## config.mk

```make
export PLATFORM = sky130hd
export DESIGN_NAME = nand_erase_seq
export DESIGN_NICKNAME = d
export VERILOG_FILES = /design/src/rtl/nand_erase_pkg.sv /design/src/rtl/nand_bus_cycle.sv /design/src/rtl/nand_busy_watch.sv /design/src/rtl/nand_erase_seq.sv
export SDC_FILE = /design/constraint.sdc
export NUM_CORES = 1
export LEC_CHECK = 0
export BUFFER_PORTS_ARGS = -buffer_cell sky130_fd_sc_hd__buf_2
export CAP_MARGIN = 20
export CORE_UTILIZATION = 25
export CTS_BUF_LIST = sky130_fd_sc_hd__clkbuf_4
export DETAILED_ROUTE_END_ITERATION = 16
export PLACE_DENSITY_LB_ADDON = 0.25
export SLEW_MARGIN = 20
export SYNTH_ARGS = -nofsm -noshare
export SYNTH_HDL_FRONTEND = slang
export SYNTH_SLANG_ARGS = --single-unit
```

## constraint.sdc

```tcl
create_clock -name clk -period 2.3 [get_ports clk]
set_input_delay 0.46 -clock clk [delete_from_list [all_inputs] [get_ports clk]]
set_output_delay 0.46 -clock clk [all_outputs]
set_load 0.05 [all_outputs]
```

## src/rtl/nand_erase_pkg.sv

```systemverilog
package nand_erase_pkg;

  typedef enum logic [1:0] {
    CYC_CMD  = 2'd0,
    CYC_ADDR = 2'd1,
    CYC_READ = 2'd2
  } cyc_kind_e;

  typedef enum logic [1:0] {
    RES_NONE    = 2'b00,
    RES_PASS    = 2'b01,
    RES_FAIL    = 2'b10,
    RES_TIMEOUT = 2'b11
  } erase_res_e;

  localparam logic [7:0] OP_ERASE_SETUP   = 8'h60;
  localparam logic [7:0] OP_ERASE_CONFIRM = 8'hD0;
  localparam logic [7:0] OP_READ_STATUS   = 8'h70;

endpackage

```

## src/rtl/nand_bus_cycle.sv

```systemverilog
module nand_bus_cycle
  import nand_erase_pkg::*;
#(
  parameter int LOW_CLKS  = 2,
  parameter int HIGH_CLKS = 2
) (
  input  logic       clk,
  input  logic       rst_n,
  input  logic       start,
  input  cyc_kind_e  kind,
  input  logic [7:0] wbyte,
  input  logic [7:0] rd_in,
  output logic       active,
  output logic       fin,
  output logic [7:0] rbyte,
  output logic       cle,
  output logic       ale,
  output logic       we_n,
  output logic       re_n,
  output logic [7:0] dq_out,
  output logic       dq_oe
);

  localparam int MAX_CLKS = (LOW_CLKS > HIGH_CLKS) ? LOW_CLKS : HIGH_CLKS;
  localparam int CNT_W    = $clog2(MAX_CLKS + 1);
  localparam logic [CNT_W-1:0] LOW_LAST  = CNT_W'(LOW_CLKS - 1);
  localparam logic [CNT_W-1:0] HIGH_LAST = CNT_W'(HIGH_CLKS - 1);

  logic             act_q, act_d;
  logic             hi_q, hi_d;
  logic [CNT_W-1:0] cnt_q, cnt_d;
  cyc_kind_e        kind_q, kind_d;
  logic [7:0]       byte_q, byte_d;
  logic [7:0]       rbyte_q, rbyte_d;

  // Strobe phase: low for LOW_CLKS, then high for HIGH_CLKS with data held.
  always_comb begin
    act_d   = act_q;
    hi_d    = hi_q;
    cnt_d   = cnt_q;
    kind_d  = kind_q;
    byte_d  = byte_q;
    rbyte_d = rbyte_q;
    fin     = act_q && hi_q && (cnt_q == HIGH_LAST);
    if (!act_q) begin
      if (start) begin
        act_d  = 1'b1;
        hi_d   = 1'b0;
        cnt_d  = '0;
        kind_d = kind;
        byte_d = wbyte;
      end
    end else if (!hi_q) begin
      if (cnt_q == LOW_LAST) begin
        hi_d  = 1'b1;
        cnt_d = '0;
        if (kind_q == CYC_READ) rbyte_d = rd_in;
      end else begin
        cnt_d = cnt_q + 1'b1;
      end
    end else begin
      if (fin) act_d = 1'b0;
      else     cnt_d = cnt_q + 1'b1;
    end
  end

  always_ff @(posedge clk or negedge rst_n) begin
    if (!rst_n) begin
      act_q   <= 1'b0;
      hi_q    <= 1'b0;
      cnt_q   <= '0;
      kind_q  <= CYC_CMD;
      byte_q  <= '0;
      rbyte_q <= '0;
    end else begin
      act_q   <= act_d;
      hi_q    <= hi_d;
      cnt_q   <= cnt_d;
      kind_q  <= kind_d;
      byte_q  <= byte_d;
      rbyte_q <= rbyte_d;
    end
  end

  assign active = act_q;
  assign rbyte  = rbyte_q;
  assign cle    = act_q && (kind_q == CYC_CMD);
  assign ale    = act_q && (kind_q == CYC_ADDR);
  assign dq_oe  = act_q && (kind_q != CYC_READ);
  assign we_n   = !(act_q && !hi_q && (kind_q != CYC_READ));
  assign re_n   = !(act_q && !hi_q && (kind_q == CYC_READ));
  assign dq_out = byte_q;

  // the read strobe and the write strobe never overlap
  assert_strobe_excl_R8: assert property (@(posedge clk) disable iff (!rst_n)
    !(!we_n && !re_n));

  // a new cycle is only requested while no cycle is running
  assert_start_when_idle_R2: assert property (@(posedge clk) disable iff (!rst_n)
    start |-> !active);

endmodule

```

## src/rtl/nand_busy_watch.sv

```systemverilog
module nand_busy_watch #(
  parameter int START_WAIT = 32,
  parameter int BUSY_WAIT  = 400000
) (
  input  logic clk,
  input  logic rst_n,
  input  logic rb_n_async,
  input  logic arm_low,
  input  logic arm_high,
  output logic low_seen,
  output logic high_seen,
  output logic expired
);

  localparam int LIM_MAX = (START_WAIT > BUSY_WAIT) ? START_WAIT : BUSY_WAIT;
  localparam int CW      = $clog2(LIM_MAX + 1);
  localparam logic [CW-1:0] START_LAST = CW'(START_WAIT - 1);
  localparam logic [CW-1:0] BUSY_LAST  = CW'(BUSY_WAIT - 1);

  logic [1:0]    rb_sync_q;
  logic          rb_s;
  logic [CW-1:0] cnt_q, cnt_d;

  always_ff @(posedge clk or negedge rst_n) begin
    if (!rst_n) rb_sync_q <= 2'b11;
    else        rb_sync_q <= {rb_sync_q[0], rb_n_async};
  end
  assign rb_s = rb_sync_q[1];

  assign low_seen  = arm_low && !rb_s;
  assign high_seen = arm_high && rb_s;
  assign expired   = (arm_low && (cnt_q == START_LAST)) ||
                     (arm_high && (cnt_q == BUSY_LAST));

  always_comb begin
    cnt_d = cnt_q;
    if (!(arm_low || arm_high) || low_seen || high_seen) cnt_d = '0;
    else if (!expired)                                   cnt_d = cnt_q + 1'b1;
  end

  always_ff @(posedge clk or negedge rst_n) begin
    if (!rst_n) cnt_q <= '0;
    else        cnt_q <= cnt_d;
  end

  // the two waits are never armed together
  assert_arm_excl_R6: assert property (@(posedge clk) disable iff (!rst_n)
    !(arm_low && arm_high));

endmodule

```

## src/rtl/nand_erase_seq.sv

```systemverilog
module nand_erase_seq
  import nand_erase_pkg::*;
#(
  parameter int BLK_W        = 12,
  parameter int PAGE_BITS    = 5,
  parameter int WE_LOW_CLKS  = 2,
  parameter int WE_HIGH_CLKS = 2,
  parameter int START_WAIT   = 32,
  parameter int BUSY_WAIT    = 400000
) (
  input  logic             clk,
  input  logic             rst_n,
  input  logic             req_valid,
  output logic             req_ready,
  input  logic [BLK_W-1:0] req_block,
  output logic             done,
  output logic [1:0]       result,
  output logic             nand_cle,
  output logic             nand_ale,
  output logic             nand_we_n,
  output logic             nand_re_n,
  output logic [7:0]       nand_dq_out,
  output logic             nand_dq_oe,
  input  logic [7:0]       nand_dq_in,
  input  logic             nand_rb_n
);

  localparam int ROW_W    = BLK_W + PAGE_BITS;
  localparam int ADDR_CYC = (ROW_W + 7) / 8;
  localparam int AIDX_W   = (ADDR_CYC > 1) ? $clog2(ADDR_CYC) : 1;
  localparam logic [AIDX_W-1:0] AIDX_LAST = AIDX_W'(ADDR_CYC - 1);

  typedef enum logic [3:0] {
    ST_IDLE, ST_SETUP, ST_ADDR, ST_CONF, ST_WLOW,
    ST_WHIGH, ST_STAT, ST_READ, ST_DONE
  } seq_state_e;

  // Reset: asserted asynchronously, released on the clock.
  logic [1:0] rst_pipe_q;
  logic       srst_n;
  always_ff @(posedge clk or negedge rst_n) begin
    if (!rst_n) rst_pipe_q <= 2'b00;
    else        rst_pipe_q <= {rst_pipe_q[0], 1'b1};
  end
  assign srst_n = rst_pipe_q[1];

  seq_state_e        state_q, state_d;
  logic [BLK_W-1:0]  blk_q, blk_d;
  logic [AIDX_W-1:0] aidx_q, aidx_d;
  erase_res_e        res_q, res_d;

  logic       drv_start, drv_active, drv_fin;
  cyc_kind_e  drv_kind;
  logic [7:0] drv_byte, drv_rbyte;
  logic       arm_low, arm_high, low_seen, high_seen, expired;

  logic [ADDR_CYC*8-1:0] row_pad;
  assign row_pad = (ADDR_CYC*8)'({blk_q, {PAGE_BITS{1'b0}}});

  always_comb begin
    state_d   = state_q;
    blk_d     = blk_q;
    aidx_d    = aidx_q;
    res_d     = res_q;
    drv_start = 1'b0;
    drv_kind  = CYC_CMD;
    drv_byte  = OP_ERASE_SETUP;
    arm_low   = 1'b0;
    arm_high  = 1'b0;
    unique case (state_q)
      ST_IDLE: begin
        if (req_valid) begin
          blk_d   = req_block;
          aidx_d  = '0;
          state_d = ST_SETUP;
        end
      end
      ST_SETUP: begin
        drv_start = !drv_active;
        if (drv_fin) state_d = ST_ADDR;
      end
      ST_ADDR: begin
        drv_start = !drv_active;
        drv_kind  = CYC_ADDR;
        drv_byte  = row_pad[{aidx_q, 3'b000} +: 8];
        if (drv_fin) begin
          if (aidx_q == AIDX_LAST) state_d = ST_CONF;
          else                     aidx_d  = aidx_q + 1'b1;
        end
      end
      ST_CONF: begin
        drv_start = !drv_active;
        drv_byte  = OP_ERASE_CONFIRM;
        if (drv_fin) state_d = ST_WLOW;
      end
      ST_WLOW: begin
        arm_low = 1'b1;
        if (low_seen) state_d = ST_WHIGH;
        else if (expired) begin
          res_d   = RES_TIMEOUT;
          state_d = ST_DONE;
        end
      end
      ST_WHIGH: begin
        arm_high = 1'b1;
        if (high_seen) state_d = ST_STAT;
        else if (expired) begin
          res_d   = RES_TIMEOUT;
          state_d = ST_DONE;
        end
      end
      ST_STAT: begin
        drv_start = !drv_active;
        drv_byte  = OP_READ_STATUS;
        if (drv_fin) state_d = ST_READ;
      end
      ST_READ: begin
        drv_start = !drv_active;
        drv_kind  = CYC_READ;
        if (drv_fin) begin
          res_d   = drv_rbyte[0] ? RES_FAIL : RES_PASS;
          state_d = ST_DONE;
        end
      end
      ST_DONE:  state_d = ST_IDLE;
      default:  state_d = ST_IDLE;
    endcase
  end

  always_ff @(posedge clk or negedge srst_n) begin
    if (!srst_n) begin
      state_q <= ST_IDLE;
      blk_q   <= '0;
      aidx_q  <= '0;
      res_q   <= RES_NONE;
    end else begin
      state_q <= state_d;
      blk_q   <= blk_d;
      aidx_q  <= aidx_d;
      res_q   <= res_d;
    end
  end

  assign req_ready = (state_q == ST_IDLE);
  assign done      = (state_q == ST_DONE);
  assign result    = res_q;

  nand_bus_cycle #(
    .LOW_CLKS  (WE_LOW_CLKS),
    .HIGH_CLKS (WE_HIGH_CLKS)
  ) u_cycle (
    .clk    (clk),
    .rst_n  (srst_n),
    .start  (drv_start),
    .kind   (drv_kind),
    .wbyte  (drv_byte),
    .rd_in  (nand_dq_in),
    .active (drv_active),
    .fin    (drv_fin),
    .rbyte  (drv_rbyte),
    .cle    (nand_cle),
    .ale    (nand_ale),
    .we_n   (nand_we_n),
    .re_n   (nand_re_n),
    .dq_out (nand_dq_out),
    .dq_oe  (nand_dq_oe)
  );

  nand_busy_watch #(
    .START_WAIT (START_WAIT),
    .BUSY_WAIT  (BUSY_WAIT)
  ) u_watch (
    .clk        (clk),
    .rst_n      (srst_n),
    .rb_n_async (nand_rb_n),
    .arm_low    (arm_low),
    .arm_high   (arm_high),
    .low_seen   (low_seen),
    .high_seen  (high_seen),
    .expired    (expired)
  );

  assert_latch_excl_R4: assert property (@(posedge clk) disable iff (!srst_n)
    !(nand_cle && nand_ale));

  assert_we_qualified_R4: assert property (@(posedge clk) disable iff (!srst_n)
    !nand_we_n |-> ((nand_cle || nand_ale) && nand_dq_oe));

  assert_accept_drops_ready_R1: assert property (@(posedge clk) disable iff (!srst_n)
    (req_valid && req_ready) |=> !req_ready);

  assert_done_pulse_R10: assert property (@(posedge clk) disable iff (!srst_n)
    done |=> (!done && req_ready));

  assert_result_coded_R9: assert property (@(posedge clk) disable iff (!srst_n)
    done |-> (result != 2'b00));

  assert_idle_bus_quiet_R11: assert property (@(posedge clk) disable iff (!srst_n)
    req_ready |-> (nand_we_n && nand_re_n && !nand_dq_oe));

endmodule

```

; ---- Word level (Yosys, flattened, before mapping)
; Index checks and enable logic that the tools add are counted.
[word_totals]
ff_bits = 58
in_bits = 24
output_inout_bits = 17
wordCells = 122
[op_classes]
add_sub_neg = 3
eq_ne = 27
n_shift = 1
mux = 41
n_bitwise = 2
n_reduce_logical = 35
[ops]
columns = operator, n
row1 = $mux W4, 10
row2 = $mux W19, 2
row3 = $pmux W4 S8, 1
row4 = $mux W2, 13
row5 = $pmux W8 S3, 1
row6 = $shiftx A24 B6 Y8, 1
row7 = $ne A2 B2 Y1 const B, 11
row8 = $add A19 B1 Y19 const B, 1
row9 = $eq A19 B19 Y1 const B, 1
row10 = $eq A19 B5 Y1 const B, 1
row11 = $eq A4 B3 Y1 const B, 4
row12 = $logic_and A1 B1 Y1, 12
row13 = $reduce_and A4 Y1, 3
row14 = $mux W1, 11
row15 = $eq A4 B2 Y1 const B, 2
row16 = $pmux W2 S2, 2
row17 = $reduce_and A7 Y1, 1
row18 = $logic_not A1 Y1, 6
row19 = $pmux W2 S3, 1
row20 = $reduce_and A2 Y1, 3
row21 = $reduce_or A5 Y1, 1
row22 = $add A2 B1 Y2 const B, 2
row23 = $eq A2 B1 Y1 const B, 2
row24 = $eq A2 B2 Y1 const B, 2
row25 = 10 further kinds, 15

; ---- Depth between registers and ports, before layout
; Gate-level depths: netlist of the first run.
[logic_depth]
word_depth = 7
ltp_mapped = 8
mapped_depth_nobuf = 6

; ---- Modules after synthesis
; From an unflattened synthesis of the first run, not the netlist that was laid out.
[hier_totals]
cells_unflattened = 285
area_unflattened_um2 = 3254.4
[by_module_without_submodules]
columns = module, instances, cells_each, area_per_inst_um2, seq_area_each_um2
row1 = nand_erase_seq, 1, 114, 1249.9, 550.5
row2 = nand_busy_watch, 1, 110, 1091.0, 528.0
row3 = nand_bus_cycle, 1, 61, 913.4, 550.5

; ---- Worst setup path before layout of the first run
; Ideal clock, no wire load.
[synth_timing]
kind = reg2out
from = register state_q[0]
to = output done
arrival_time_ns = 2.434
required_ns = 1.840
path_slack_ns = -0.594
path_stages_with_launch = 4
n_path_buf = 2
path_cell_list = dfrtp_1 -> buf_4 -> clkbuf_1 -> nor4b_1
[synth_between]
elab_chain_len = 1
[synth_rtl]
columns = item, line
row1 = "start, declared", nand_erase_seq.sv:47  ; seq_state_e state_q, state_d;
row2 = "start signal, assigned", nand_erase_seq.sv:137  ; state_q <= state_d;
row3 = $eq A4 B4 Y1, nand_erase_seq.sv:145  ; assign done = (state_q == ST_DONE);
row4 = "end, declared", nand_erase_seq.sv:16  ; output logic done,
; Every way passes these cells.

; ---- Worst setup path after layout of the first run
[layout_timing]
from = register state_q[1]
to = output req_ready
[layout_between]
elab_chain_len = 1
[layout_rtl]
columns = item, line
row1 = $logic_not A4 Y1, nand_erase_seq.sv:144  ; assign req_ready = (state_q == ST_IDLE);
row2 = "end, declared", nand_erase_seq.sv:14  ; output logic req_ready,
; Every way passes these cells.

==> metrics, run 1 <==
leakage=1.45 nW; Yosys reg bits=58; Distinct cells, synth=51; row count=38; Top FF cell, synth=dfrtp_1; syn_nets=305; Layout Cells excl Fill=466; GR Layer Usage met2=19.0%; critical path launch point type=flip-flop; ys async rst share=100%; CTS tree=done; CP top delay family=buffers and inverters; Max VDD drop=433 uV; pin count of the biggest net entering global routing=57; Clock Latency Late Sink=approximately 0.40 ns; CTS Buf Count=9; die area=around 12000 um^2; post-synthesis instance total=279; Vias/cell=around 4.7; final RePlAce weighted congestion=0.740; DIE WIDTH=approximately 110 um; area grow syn2layout=18.0%; layer with the highest usage=met2; crit path kind=flip-flop to output pin; Clock Path Buffers=2; slew margin rel.=64.1%; initial antenna violation count=0; sequential share of the synthesized area=51.0%; Yosys warning total=0; final setup fails=0; Starting Density=roughly 26%; Post-synth EDFFs=0; RSZ-0062 raised after global routing=false; Bufs and invs on worst path=2; Arr. time, crit path=around 1.7 ns; antenna cell count=0; pwr dens=roughly 1200 nW/um^2; Worst-Margin Slew=0.537 ns; Die Ht=109 um; worst hold margin=around 0.18 ns; GR Layer Usage met1=15.0%; setup_tns=0 ns; Initial DRC Count=between 60 and 70; maximum clock frequency=461 MHz; Clock transition at path regs=0.11 ns; Routed wire per std cell=13.2 um; Setup crit end kind=output pin; Root Driver=clkbuf_4; # port buffers=33; H-tree depth=3; number of global-route vias before repair=2228; Nets=347; CP max-delay cell=dfrtp_1; GRT overflow=0; Detail Placement HPWL=4.34 mm; Final Hold Vio Count=0; num ports=41; Tot GR Track Use=11.9%; mapped cell area=2850 um^2; DR DRC count=0; fin. max-slew vios=0; met3 Use GR=about 4.4%; Post-Syn Area per Cell=between 10 and 15 um^2; Req. time, crit path=around 1.8 ns; vias post-DR=2182; Layout Skew=0.0201 ns; worst hold path type=input pin to flip-flop; placed insts=449; crit-path max FO=8; DR pass1 iterations=6; first-pass GRT wire length=10.8 mm; largest stage delay on the critical path=0.46 ns; Num Clock Sinks=58; status=finished clean; Final Cycle Share=94.4%; Final min period=2.17 ns; Routed WL=6.16 mm; post-route ant nets=0; share of post-route cells with drive strength above 1=25.2%; max cap viols=0; CP Cell Sequence=buf_4 -> nor4_4 -> buf_2; core area=roughly 11000 um^2
==> final cells by class <==
| cell class | count | area, um^2 |
|---|---|---|
| multi-input cells | 203 | 1320 |
| fillers | 1150 | 7620 |
| repair buffers | 44 | 263 |
| clock buffers | 9 | 67.6 |
| clock inverters | 7 | 60.1 |
| inverters | 5 | 18.8 |
| well taps | 140 | 175 |
| flip-flops and latches | 58 | 1460 |
==> flip-flops by register name (all words and copies together) (netlist names) <==
register	flops
u_cycle.dq_out	8
u_cycle.rbyte	1
result	2
rst_pipe_q	2
u_cycle.hi_q	1
u_watch.cnt_q	19
u_watch.rb_sync_q	2
u_cycle.kind_q	2
state_q	4
u_cycle.cnt_q	2
u_cycle.active	1
blk_q	12
aidx_q	2
==> synthesized netlist by cell type (all sizes together) (2+ instances only) <==
master  count  area (um^2)
a31oi       3         18.8
xor2        6         52.6
nor3b       3         22.5
and2        2         12.5
or3         7         43.8
nor3        5         25.0
mux2i       4         40.0
buf         6         35.0
xnor2       5         43.8
a211oi      2         15.0
a22o        5         43.8
nand2      24         92.6
o21ai      17         85.1
nand4       6         37.5
nor4b       2         17.5
nor2b       3         18.8
nand2b     12         75.1
o22ai       2         12.5
dfstp       2         52.6
a21oi      16         80.1
ha          2         25.0
or4         2         18.8
dfrtp      56         1400
a21o        2         15.0
inv         5         18.8
mux2       13          146
and3        7         45.1
nor4        6         67.6
nand3       6         30.0
clkbuf      7         26.3
nor2       27          101
==> worst register-to-register path: stages (launching register included) <==
cell and delay [ns]:
dfrtp_1 0.47, inv_1 0.14, or4_1 0.70, o21ai_1 0.22
a221oi_2 0.10, a41o_1 0.26
==> placed cells by master, fill, tap and decap left out, types with 4 or more instances in the layout <==
cell type   n
mux2_2     13
clkbuf_4    9
nor3_1      5
and3_1      6
nor4_1      4
xor2_1      6
a21oi_1    16
dfrtp_1    55
xnor2_1     5
a22o_1      5
buf_4       9
buf_2      33
nor2_1     27
inv_1       5
nand3_1     6
mux2i_1     4
nand4_1     6
nand2b_1   12
or3_1       7
nand2_1    23
o21ai_0    16
==> metrics by stage <==
stage / area (um^2) / total power, mW / worst slack (ns) / utilization, %
global route: 3360 / 4.18 / 0.0186 / 30.6
detailed placement: 3220 / 3.21 / 0.319 / 29.3
CTS: 3360 / 3.94 / 0.0818 / 30.6
global placement: 3220 / 3.18 / 0.353 / 29.3
floorplan: 2860 / 2.78 / 0.0599 / -
finish: 3360 / 3.89 / 0.129 / 30.6
==> where the power goes <==
part / switching [mW] / internal [mW] / total (mW)
registers: 0.239 / 1.29 / 1.52
clock network: 0.399 / 0.319 / 0.718
logic: 1.03 / 0.616 / 1.65
==> logic make-up (layout without fill, tap and decap cells) <==
group	count (synthesis)	in the layout	share of synthesized area [%]
compound gates	55	55	12.2
buf+inv	18	65	2.81
flops	58	58	51.0
fa+ha+maj	2	2	0.878
other cells	1	1	0.132
xor+xnor	11	11	3.38
simple gates	117	117	23.0
mux	17	17	6.54
==> what timing repair did <==
item	in CTS	in global routing
gates resized for setup	0	0
endpoints found under the hold margin	2	0
buffers inserted	0	0
hold buffers	1	0
==> routing by layer <==
metal,share of wire [%],vias to the layer above
met2,46,41
met3,4.3,8
met4,1.4,0
li1,-,1086
met1,48,1047
met5,0,-
==> worst paths after layout <==
path / cells past startpoint / startpoint / end / slack (ns)
max reg2reg: 5 / state_q[1] / state_q[1] / 0.32
max: 3 / state_q[1] / req_ready / 0.13
min reg2reg: 1 / rst_pipe_q[1] / u_cycle.rbyte[0] / 0.24
min in group asynchronous: 1 / rst_pipe_q[1] / u_cycle.rbyte[0] / 0.24
max in group asynchronous: 1 / rst_pipe_q[1] / u_watch.rb_sync_q[1] / 1.70
min: 1 / nand_rb_n / u_watch.rb_sync_q[0] / 0.18
Power figures use the tool's default switching activity.
==> inputs of run 2 (changes only) <==
--- a/config.mk
+++ b/config.mk
@@ -7,10 +7,11 @@
 export LEC_CHECK = 0
 export BUFFER_PORTS_ARGS = -buffer_cell sky130_fd_sc_hd__buf_2
 export CAP_MARGIN = 20
+export CORE_MARGIN = 2
 export CORE_UTILIZATION = 25
 export CTS_BUF_LIST = sky130_fd_sc_hd__clkbuf_4
 export DETAILED_ROUTE_END_ITERATION = 16
-export PLACE_DENSITY_LB_ADDON = 0.25
+export PLACE_DENSITY = 0.52
 export SLEW_MARGIN = 20
 export SYNTH_ARGS = -nofsm -noshare
 export SYNTH_HDL_FRONTEND = slang
==> run 2 against run 1 <==
Net effect: clock skew fell by 0.0070 ns; global-route usage fell by 1.1 points; via count up 2.0%; flip-flop and latch count is the same; final cell count increased by 0.43%; combinational power hardly changed; maximum frequency is 1.2% higher; critical path depth did not move; worst setup slack improved by 0.026 ns; first-iteration DRC count up 32%; register-to-register slack is essentially flat; hold slack got worse by 0.017 ns; critical path type unchanged; largest cell class unchanged.
==> metrics, run 2 (synthesized netlist as in run 1, its figures left out) <==
slew margin rel.=56.6%; Nets=~350; Starting Density=between 20% and 30%; initial antenna violation count=1; DR DRC count=0; Clock Latency Late Sink=0.40 ns; Root Driver=clkbuf_4; vias post-DR=about 2200; placed cell area=3240 um^2; beginning of the worst hold path=nand_rb_n; Req. time, crit path=around 1.8 ns; Tot GR Track Use=10.8%; DR pass1 iterations=4; fin. max-slew vios=0; Detail Placement HPWL=4.53 mm; Die Ht=111 um; Worst-Margin Slew=roughly 0.65 ns; Max VDD drop=684 uV; Routed WL=between 6 and 7 mm; Worst Setup SP=state_q[3]; area grow syn2layout=18.4%; Clock transition at path regs=0.09 ns; # port buffers=33; pwr dens=1150 nW/um^2; num ports=41; final setup fails=0; crit-path max FO=7; commonest non-fill, non-tap cells in the layout=55 x dfrtp_1, 33 x buf_2, 27 x nor2_1, 23 x nand2_1; DIE WIDTH=111 um; post-route ant nets=0; crit path kind=flip-flop to output pin; H-tree depth=3; Final min period=2.15 ns; number of global-route vias before repair=around 2300; Reg2Reg Setup Slack=0.31 ns; critical path launch point type=flip-flop; CTS-repair resized insts=0; max FFs per register=19; Arr. time, crit path=between 1.5 and 2 ns; row count=38; die area=12300 um^2; core area=11000 um^2; worst hold path type=input pin to flip-flop; Final Hold Vio Count=0; Top reg by flops=u_watch.cnt_q; post-layout util=30.7%; CTS tree=done; CTS Buf Count=9; fillers=1156; r2r startpoint=u_watch.cnt_q[0]; leakage=roughly 1.5 nW; setup_tns=0 ns; status=finished clean; maximum clock frequency=between 400 and 500 MHz; final RePlAce weighted congestion=0.778; GRT overflow=0; Final Cycle Share=just over 90%; Setup crit end kind=output pin; Initial DRC Count=87; max cap viols=0; Num Clock Sinks=58; Vias/cell=4.76; most common cell after layout, fill and taps aside=dfrtp_1; RSZ-0062 raised after global routing=false; Routed wire per std cell=13.2 um; Final Instance Area=3370 um^2; Layout Skew=about 0.013 ns; pin count of the biggest net entering global routing=30; share of post-route cells with drive strength above 1=~25%; first-pass GRT wire length=approximately 11 mm; Clock Path Buffers=2
==> run 2: cell types whose count changed in the layout (fill, tap and decap cells not counted), sizes merged <==
cell and delta:
buf +2, diode +1, clkinv -1, clkinvlp -1
clkbuf +1
==> run 2: routing by layer <==
metal	track usage, %	share of wire [%]
met5	0	0
met4	5.75	2.4
met3	2.62	3.9
met2	16.2	44
met1	14.5	49
==> run 2: metrics by stage <==
stage	total power, mW	hold slack, ns	cells	worst slack (ns)
after global routing	4.16	0.137	468	0.0648
final	3.88	0.164	468	0.154
after floorplan	2.78	0.164	279	0.0599
after global placement	3.19	0.245	451	0.365
after detailed placement	3.22	0.248	451	0.349
after CTS	3.93	0.133	467	0.120
==> run 2: final timing paths <==
check                                             to  depth (start not counted)
min in group asynchronous                   blk_q[8]                          0
worst max-delay path                       req_ready                          3
max in group asynchronous       u_watch.rb_sync_q[0]                          1
worst max register to register      u_watch.cnt_q[6]                          7
worst min register to register              blk_q[8]                          0
worst min-delay path            u_watch.rb_sync_q[0]                          1
==> run 2: what timing repair did <==
| item | CTS | global route |
|---|---|---|
| hold endpoints to repair | 2 | 0 |
| setup buffers | 0 | 0 |
| hold buffers | 1 | 0 |
==> run 2: power breakdown <==
| group | internal (mW) | switching, mW |
|---|---|---|
| sequential | 1.29 | 0.219 |
| combinational | 0.627 | 1.06 |
| clock | 0.328 | 0.366 |
| total | 2.24 | 1.64 |
==> run 2: layout make-up <==
class                   instances  area [um^2]  area share [%]
well taps                     140          175            5.19
repair buffers                 46          278            8.23
multi-input cells             203         1320            39.2
inverters                       5         18.8           0.556
diodes                          1         2.50          0.0742
clock inverters                 5         47.5            1.41
flip-flops and latches         58         1460            43.1
clock buffers                  10         75.1            2.23
==> run 2: worst max-delay path, stage by stage (launching register included) <==
cell	delay [ns]
dfrtp_1	0.47
buf_4	0.20
nor4_4	0.30
buf_2	0.33
